## src/rtl/noise_pkg.sv

```systemverilog
package noise_pkg;

   typedef enum logic [1:0] {
      RATE_DIV_A = 2'b00,
      RATE_DIV_B = 2'b01,
      RATE_DIV_C = 2'b10,
      RATE_TONE3 = 2'b11
   } noise_rate_e;

   typedef struct packed {
      logic        white;
      noise_rate_e rate;
   } noise_ctrl_t;

   localparam int NUM_DIV_RATES = 3;

endpackage

```

## src/rtl/noise_prescaler.sv

```systemverilog
module noise_prescaler #(
   parameter int CNT_W = 11
) (
   input  logic             clk,
   input  logic             rst,
   input  logic             tick_en,
   output logic [CNT_W-1:0] cnt
);

   generate
      if (CNT_W < 3) begin : g_bad_width
         $error("noise_prescaler: CNT_W must be at least 3");
      end
   endgenerate

   always_ff @(posedge clk) begin
      if (rst)
         cnt <= '0;
      else if (tick_en)
         cnt <= cnt + 1'b1;
   end

   p_count_on_tick_r4: assert property (@(posedge clk) disable iff (rst)
      tick_en |=> cnt == CNT_W'($past(cnt) + 1'b1));

   p_hold_without_tick_r4: assert property (@(posedge clk) disable iff (rst)
      !tick_en |=> $stable(cnt));

endmodule

```

## src/rtl/noise_rate_sel.sv

```systemverilog
module noise_rate_sel
   import noise_pkg::*;
#(
   parameter int NDIV = NUM_DIV_RATES
) (
   input  logic            clk,
   input  logic            rst,
   input  logic [NDIV-1:0] div_bits,
   input  logic            tone3_tgl,
   input  noise_rate_e     rate,
   output logic            shift_pulse
);

   generate
      if (NDIV != 3) begin : g_bad_ndiv
         $error("noise_rate_sel: exactly three divided rates are encoded");
      end
   endgenerate

   logic src;
   logic src_q;

   always_comb begin
      unique case (rate)
         RATE_DIV_A: src = div_bits[0];
         RATE_DIV_B: src = div_bits[1];
         RATE_DIV_C: src = div_bits[2];
         default:    src = tone3_tgl;
      endcase
   end

   always_ff @(posedge clk) begin
      if (rst)
         src_q <= 1'b0;
      else
         src_q <= src;
   end

   assign shift_pulse = src & ~src_q;

   // A rising edge needs a low sample first, so two shifts never come back to back.
   p_one_shift_per_edge_r5: assert property (@(posedge clk) disable iff (rst)
      shift_pulse |=> !shift_pulse);

   p_no_shift_on_fall_r6: assert property (@(posedge clk) disable iff (rst)
      (rate == RATE_TONE3 && $stable(rate) && $fell(tone3_tgl)) |-> !shift_pulse);

endmodule

```

## src/rtl/noise_lfsr.sv

```systemverilog
module noise_lfsr #(
   parameter int         W        = 15,
   parameter logic [W-1:0] TAP_MASK = W'(3),
   parameter logic [W-1:0] SEED     = W'(1) << (W - 1)
) (
   input  logic         clk,
   input  logic         rst,
   input  logic         shift,
   input  logic         reload,
   input  logic         white,
   output logic [W-1:0] q
);

   generate
      if (W < 2) begin : g_bad_len
         $error("noise_lfsr: register must be at least 2 bits");
      end
      if (TAP_MASK == '0) begin : g_bad_taps
         $error("noise_lfsr: tap mask must select at least one bit");
      end
      if (SEED == '0) begin : g_bad_seed
         $error("noise_lfsr: an all-zero seed locks the register");
      end
   endgenerate

   logic fb;

   always_comb begin
      if (white)
         fb = ^(q & TAP_MASK);
      else
         fb = q[0];
   end

   always_ff @(posedge clk) begin
      if (rst || reload)
         q <= SEED;
      else if (shift)
         q <= {fb, q[W-1:1]};
   end

   p_seed_after_reset_r1: assert property (@(posedge clk)
      rst |=> q == SEED);

   p_seed_on_write_r9: assert property (@(posedge clk) disable iff (rst)
      reload |=> q == SEED);

   p_shift_right_r8: assert property (@(posedge clk) disable iff (rst)
      (shift && !reload) |=> q[W-2:0] == $past(q[W-1:1]));

   p_periodic_rotate_r7: assert property (@(posedge clk) disable iff (rst)
      (shift && !reload && !white) |=> q[W-1] == $past(q[0]));

   p_idle_holds_r6: assert property (@(posedge clk) disable iff (rst)
      (!shift && !reload) |=> $stable(q));

endmodule

```

## src/rtl/lfsr_noise_channel.sv

```systemverilog
module lfsr_noise_channel
   import noise_pkg::*;
#(
   parameter int           LFSR_W     = 15,
   parameter logic [LFSR_W-1:0] TAP_MASK = LFSR_W'(3),
   parameter logic [LFSR_W-1:0] SEED     = LFSR_W'(1) << (LFSR_W - 1),
   parameter int           BASE_SHIFT = 9
) (
   input  logic       clk,
   input  logic       rst,
   input  logic       tick_en,
   input  logic [2:0] ctrl,
   input  logic       ctrl_wr,
   input  logic       tone3_tgl,
   output logic       noise_out
);

   localparam int CNT_W = BASE_SHIFT + NUM_DIV_RATES - 1;

   generate
      if (BASE_SHIFT < 1) begin : g_bad_base
         $error("lfsr_noise_channel: BASE_SHIFT must be at least 1");
      end
   endgenerate

   noise_ctrl_t             ctrl_q;
   logic [CNT_W-1:0]        cnt;
   logic                    shift_pulse;
   logic [LFSR_W-1:0]       lfsr_q;

   always_ff @(posedge clk) begin
      if (rst)
         ctrl_q <= '{white: 1'b0, rate: RATE_DIV_A};
      else if (ctrl_wr)
         ctrl_q <= noise_ctrl_t'(ctrl);
   end

   noise_prescaler #(.CNT_W(CNT_W)) u_presc (
      .clk     (clk),
      .rst     (rst),
      .tick_en (tick_en),
      .cnt     (cnt)
   );

   noise_rate_sel #(.NDIV(NUM_DIV_RATES)) u_sel (
      .clk         (clk),
      .rst         (rst),
      .div_bits    (cnt[CNT_W-1 -: NUM_DIV_RATES]),
      .tone3_tgl   (tone3_tgl),
      .rate        (ctrl_q.rate),
      .shift_pulse (shift_pulse)
   );

   noise_lfsr #(.W(LFSR_W), .TAP_MASK(TAP_MASK), .SEED(SEED)) u_lfsr (
      .clk    (clk),
      .rst    (rst),
      .shift  (shift_pulse),
      .reload (ctrl_wr),
      .white  (ctrl_q.white),
      .q      (lfsr_q)
   );

   assign noise_out = lfsr_q[0];

   p_write_keeps_counter_r10: assert property (@(posedge clk) disable iff (rst)
      (ctrl_wr && tick_en) |=> cnt == CNT_W'($past(cnt) + 1'b1));

   p_reset_ctrl_r1: assert property (@(posedge clk)
      rst |=> (ctrl_q.rate == RATE_DIV_A && !ctrl_q.white && !noise_out));

endmodule

```

## config.mk

```make
export PLATFORM = sky130hd
export DESIGN_NAME = lfsr_noise_channel
export DESIGN_NICKNAME = d
export VERILOG_FILES = /design/src/rtl/noise_pkg.sv /design/src/rtl/noise_prescaler.sv /design/src/rtl/noise_rate_sel.sv /design/src/rtl/noise_lfsr.sv /design/src/rtl/lfsr_noise_channel.sv
export SDC_FILE = /design/constraint.sdc
export NUM_CORES = 1
export LEC_CHECK = 0
export ABC_AREA = 1
export BUFFER_PORTS_ARGS = -buffer_cell sky130_fd_sc_hd__buf_2
export CORE_MARGIN = 8
export CORE_UTILIZATION = 55
export DETAILED_ROUTE_END_ITERATION = 10
export PLACE_DENSITY = 0.78
export SLEW_MARGIN = 10
export SYNTH_ARGS = -nofsm -noshare
export SYNTH_HDL_FRONTEND = slang
export SYNTH_SLANG_ARGS = --single-unit
```

## constraint.sdc

```tcl
create_clock -name clk -period 1.44 [get_ports clk]
set_input_delay 0.216 -clock clk [delete_from_list [all_inputs] [get_ports clk]]
set_output_delay 0.216 -clock clk [all_outputs]
set_load 0.02 [all_outputs]
```

==> results.md <==
- The flow ran to the end, and the final reports show no timing, DRC or antenna violations.
- On the worst path, the slowest cell contributes a delay of 0.38 ns.
- The class of the worst hold path is primary input to register.
- Dividing total power by cell area gives a power density of roughly 1000 mW/mm².
- The CTS sink count is 30.
- For this run, the top clock speed supported by timing is between 800 and 900 MHz.
- The hold buffer count at CTS is 0.
- The post-place instance area is about 0.0014 mm².
- Before antenna repair, the detailed router went through 4 iterations.
- The top cell types in the final layout, fill and taps aside, are nor2_1 (44), nand2_1 (38), dfxtp_1 (30).
- The DRC marker count from the first detailed-route iteration is 27.
- The initial antenna violation count came to 0.
- The width of the chip is between 60 and 70 µm.
- The die is about 65 µm tall.
- Along the worst path, the maximum fanout reaches 4.
- The total nets after synthesis is ~200.
- The worst-case register-to-register setup slack is around 0.20 ns.
- The number of antenna diodes in the final layout is 0.
- For this design the static power due to leakage is 0.716 nW.
- The part of the Yosys area used for sequential elements is ~45%.
- The routed wire length is 2280 µm.
- The total number of vias is 1099.
- The congestion estimate from routability-driven global placement came to around 0.8.
- The most numerous cell type found on the critical path is nand2_1.
- The first global-routing pass estimated between 4000 and 5000 µm of wire.
- The boundary pin count is 9.
- The library cell used as clock root buffer is clkbuf_4.
- The total area inside the core boundary comes to roughly 0.0024 mm².
- The total power is between 0.0015 and 0.002 W.
- The floorplan has 18 rows.
- The synthesized netlist cell count is 189.
- The critical setup path kind is register to register.
- The global-route usage over all layers is between 10% and 20%.
- The floorplan step defined a die boundary enclosing ~0.0043 mm².
- TritonCTS created 5 clock buffers.
- Counting both buffers and inverters, the worst setup path holds a total of 0.
- Setup repair after global routing left no endpoint under its margin.
- The standard cell with the maximum stage delay on the critical path is dfxtp_1.
- The maximum count of clock buffers along a single path is 2.
- The maximum resistive drop on vdd is around 0.0011 V.
- The clock slew at the register clock pins of the worst setup and hold paths is 0.09 ns.
- The final clock skew is between 0.01 and 0.015 ns.
- Across the run, the number of max-cap violations was 0.
- At the pin with the least slew margin, the transition time is approximately 0.32 ns.
- The HPWL reported at the end of detailed placement is 1660 µm.
- TritonCTS built the clock tree.
- In the final design database the tool counted 210 nets.
- On the critical path the largest part of the delay comes from simple AND/OR/NAND/NOR gates.
- The average wire per standard cell is roughly 10 µm.
- The final max-slew violation count is 0.
- The yosys synthesis warning count is 0.
- The startpoint of the worst hold path is ctrl[2].
- The mean instance size in the synthesized netlist is slightly above 7 µm².
- The initial cell density of the core is a little under three fifths.
- Input and output buffers added on the ports amount to 8.
- In the final layout, the share of cells above drive strength 1 is between 10% and 20%.
- Counting distinct cell types in the post-synthesis netlist gives 21.
- Summed over all layers, the global routing overflow is 0.
- The most frequent standard cell in the layout excluding fill and tap cells is nor2_1.
- Buffers added to address setup during post-CTS repair amount to 0.
- In this run the worst setup path begins at u_presc.cnt[0].
- STA classifies the critical path startpoint as a register.
- The residual antenna-violating net count after detailed routing is 0.
- The H-tree was split into 2 levels.
- The total negative slack is 0 ns.
- The final setup violation count is 0.
- The clock reaches the later pin of the worst-skew pair after ~0.33 ns.
- The data required time at the worst endpoint is ~1.7 ns.
- The worst endpoint data arrival time is 1.51 ns.
- The area growth from synthesis to layout is 8.36%.
- The startpoint identified for the worst register-to-register timing path is u_presc.cnt[0].
- The final instance area is 0.00146 mm².
- The post-synthesis sequential element count is 30.
- In this run the cell area of the synthesized design comes to between 0.001 and 0.0015 mm².
- The clock period could shrink to between 1 and 1.5 ns.
- In the finished design, the share of the clock period the worst path needs comes to between 80% and 90%.
- The number of global-route vias before repair is 1031.
- STA classifies the critical path endpoint as a register.
- After detailed routing, the number of remaining DRC violations is 0.
- The final hold violation count is 0.
- The worst pin sits at a relative slew slack of 78.5%.
- The maximum number of pins on one net before global-route repair is 29.
- The critical path goes through ha_1 > nand3_2 > nor2_4 > nand3_1 > nand2_1 > nand2_1 > nor2_1.
- The via density per instance is about 4.7.
-- synth_stat cells --
cell type / instances / area (µm²)
a21oi_1: 8 / 40.0
buf_2: 1 / 5.00
buf_6: 2 / 22.5
buf_8: 1 / 15.0
dfxtp_1: 30 / 601
ha_1: 1 / 12.5
inv_1: 28 / 105
inv_2: 1 / 3.75
nand2_1: 38 / 143
nand2_2: 8 / 50.1
nand3_1: 8 / 40.0
nand3_2: 1 / 10.0
nand3_4: 2 / 35.0
nand4_1: 3 / 18.8
nor2_1: 44 / 165
nor2_2: 1 / 6.26
nor3_1: 3 / 15.0
o21a_1: 1 / 7.51
o21ai_0: 5 / 25.0
xnor2_1: 2 / 17.5
xor2_1: 1 / 8.76
-- timing repair --
item,4_1_cts,5_1_grt
gates resized for setup,0,2
setup endpoints to repair,0,1
hold endpoints to repair,0,0
-- report_power, final --
part / switching [W] / internal [W]
Sequential: 0.0000176 / 0.000858
Clock: 0.000275 / 0.000236
Combinational: 0.0000917 / 0.0000534
-- metrics by stage --
step                      utilization (%)  instances  hold slack [ns]  worst slack (ns)
after detailed placement             58.2        224            0.454             0.139
after floorplan                         -        189            0.351             0.320
final                                61.1        232            0.114             0.198
after global routing                 61.1        232           0.0931            0.0593
after global placement               58.2        224            0.448             0.223
after CTS                            60.7        232           0.0988             0.122
-- flip-flops by register name (all words and copies together) (netlist names) --
| name | count |
|---|---|
| u_sel.src_q | 1 |
| u_presc.cnt | 11 |
| u_lfsr.q | 15 |
| ctrl_q | 3 |
-- worst reg2reg max path, stage by stage (launching register included) --
cell     delay [ns]
dfxtp_1        0.38
ha_1           0.20
nand3_2        0.14
nor2_4         0.14
nand3_1        0.11
nand2_1        0.08
nand2_1        0.05
nor2_1         0.08
-- layout make-up --
type,instances,area (µm²)
fillers,229,928
multi-input cells,126,604
flip-flops and latches,30,601
inverters,29,109
clock buffers,7,55.1
repair buffers,9,47.5
well taps,30,37.5
clock inverters,1,5.00
-- worst paths after layout --
check / end / cells after the start
min: ctrl_q[2] / 3
min reg2reg: u_lfsr.q[14] / 2
max: u_presc.cnt[10] / 7
max reg2reg: u_presc.cnt[10] / 7
-- layer usage --
layer	track usage [%]	up-vias	wire length, µm
met5	0	-	0
met4	7.36	0	56
met3	4.93	6	117
met2	20.2	21	1090
met1	12.7	475	1020
li1	-	597	-
-- logic make-up (layout without fill, tap and decap cells) --
group / Yosys count / count (layout) / synth area share (%)
flops: 30 / 30 / 44.6
compound gates: 14 / 14 / 5.39
simple gates: 108 / 108 / 35.9
xor+xnor: 3 / 3 / 1.95
fa+ha+maj: 1 / 1 / 0.929
buf+inv: 33 / 46 / 11.2
No activity file was read; power rests on OpenSTA's default activity.
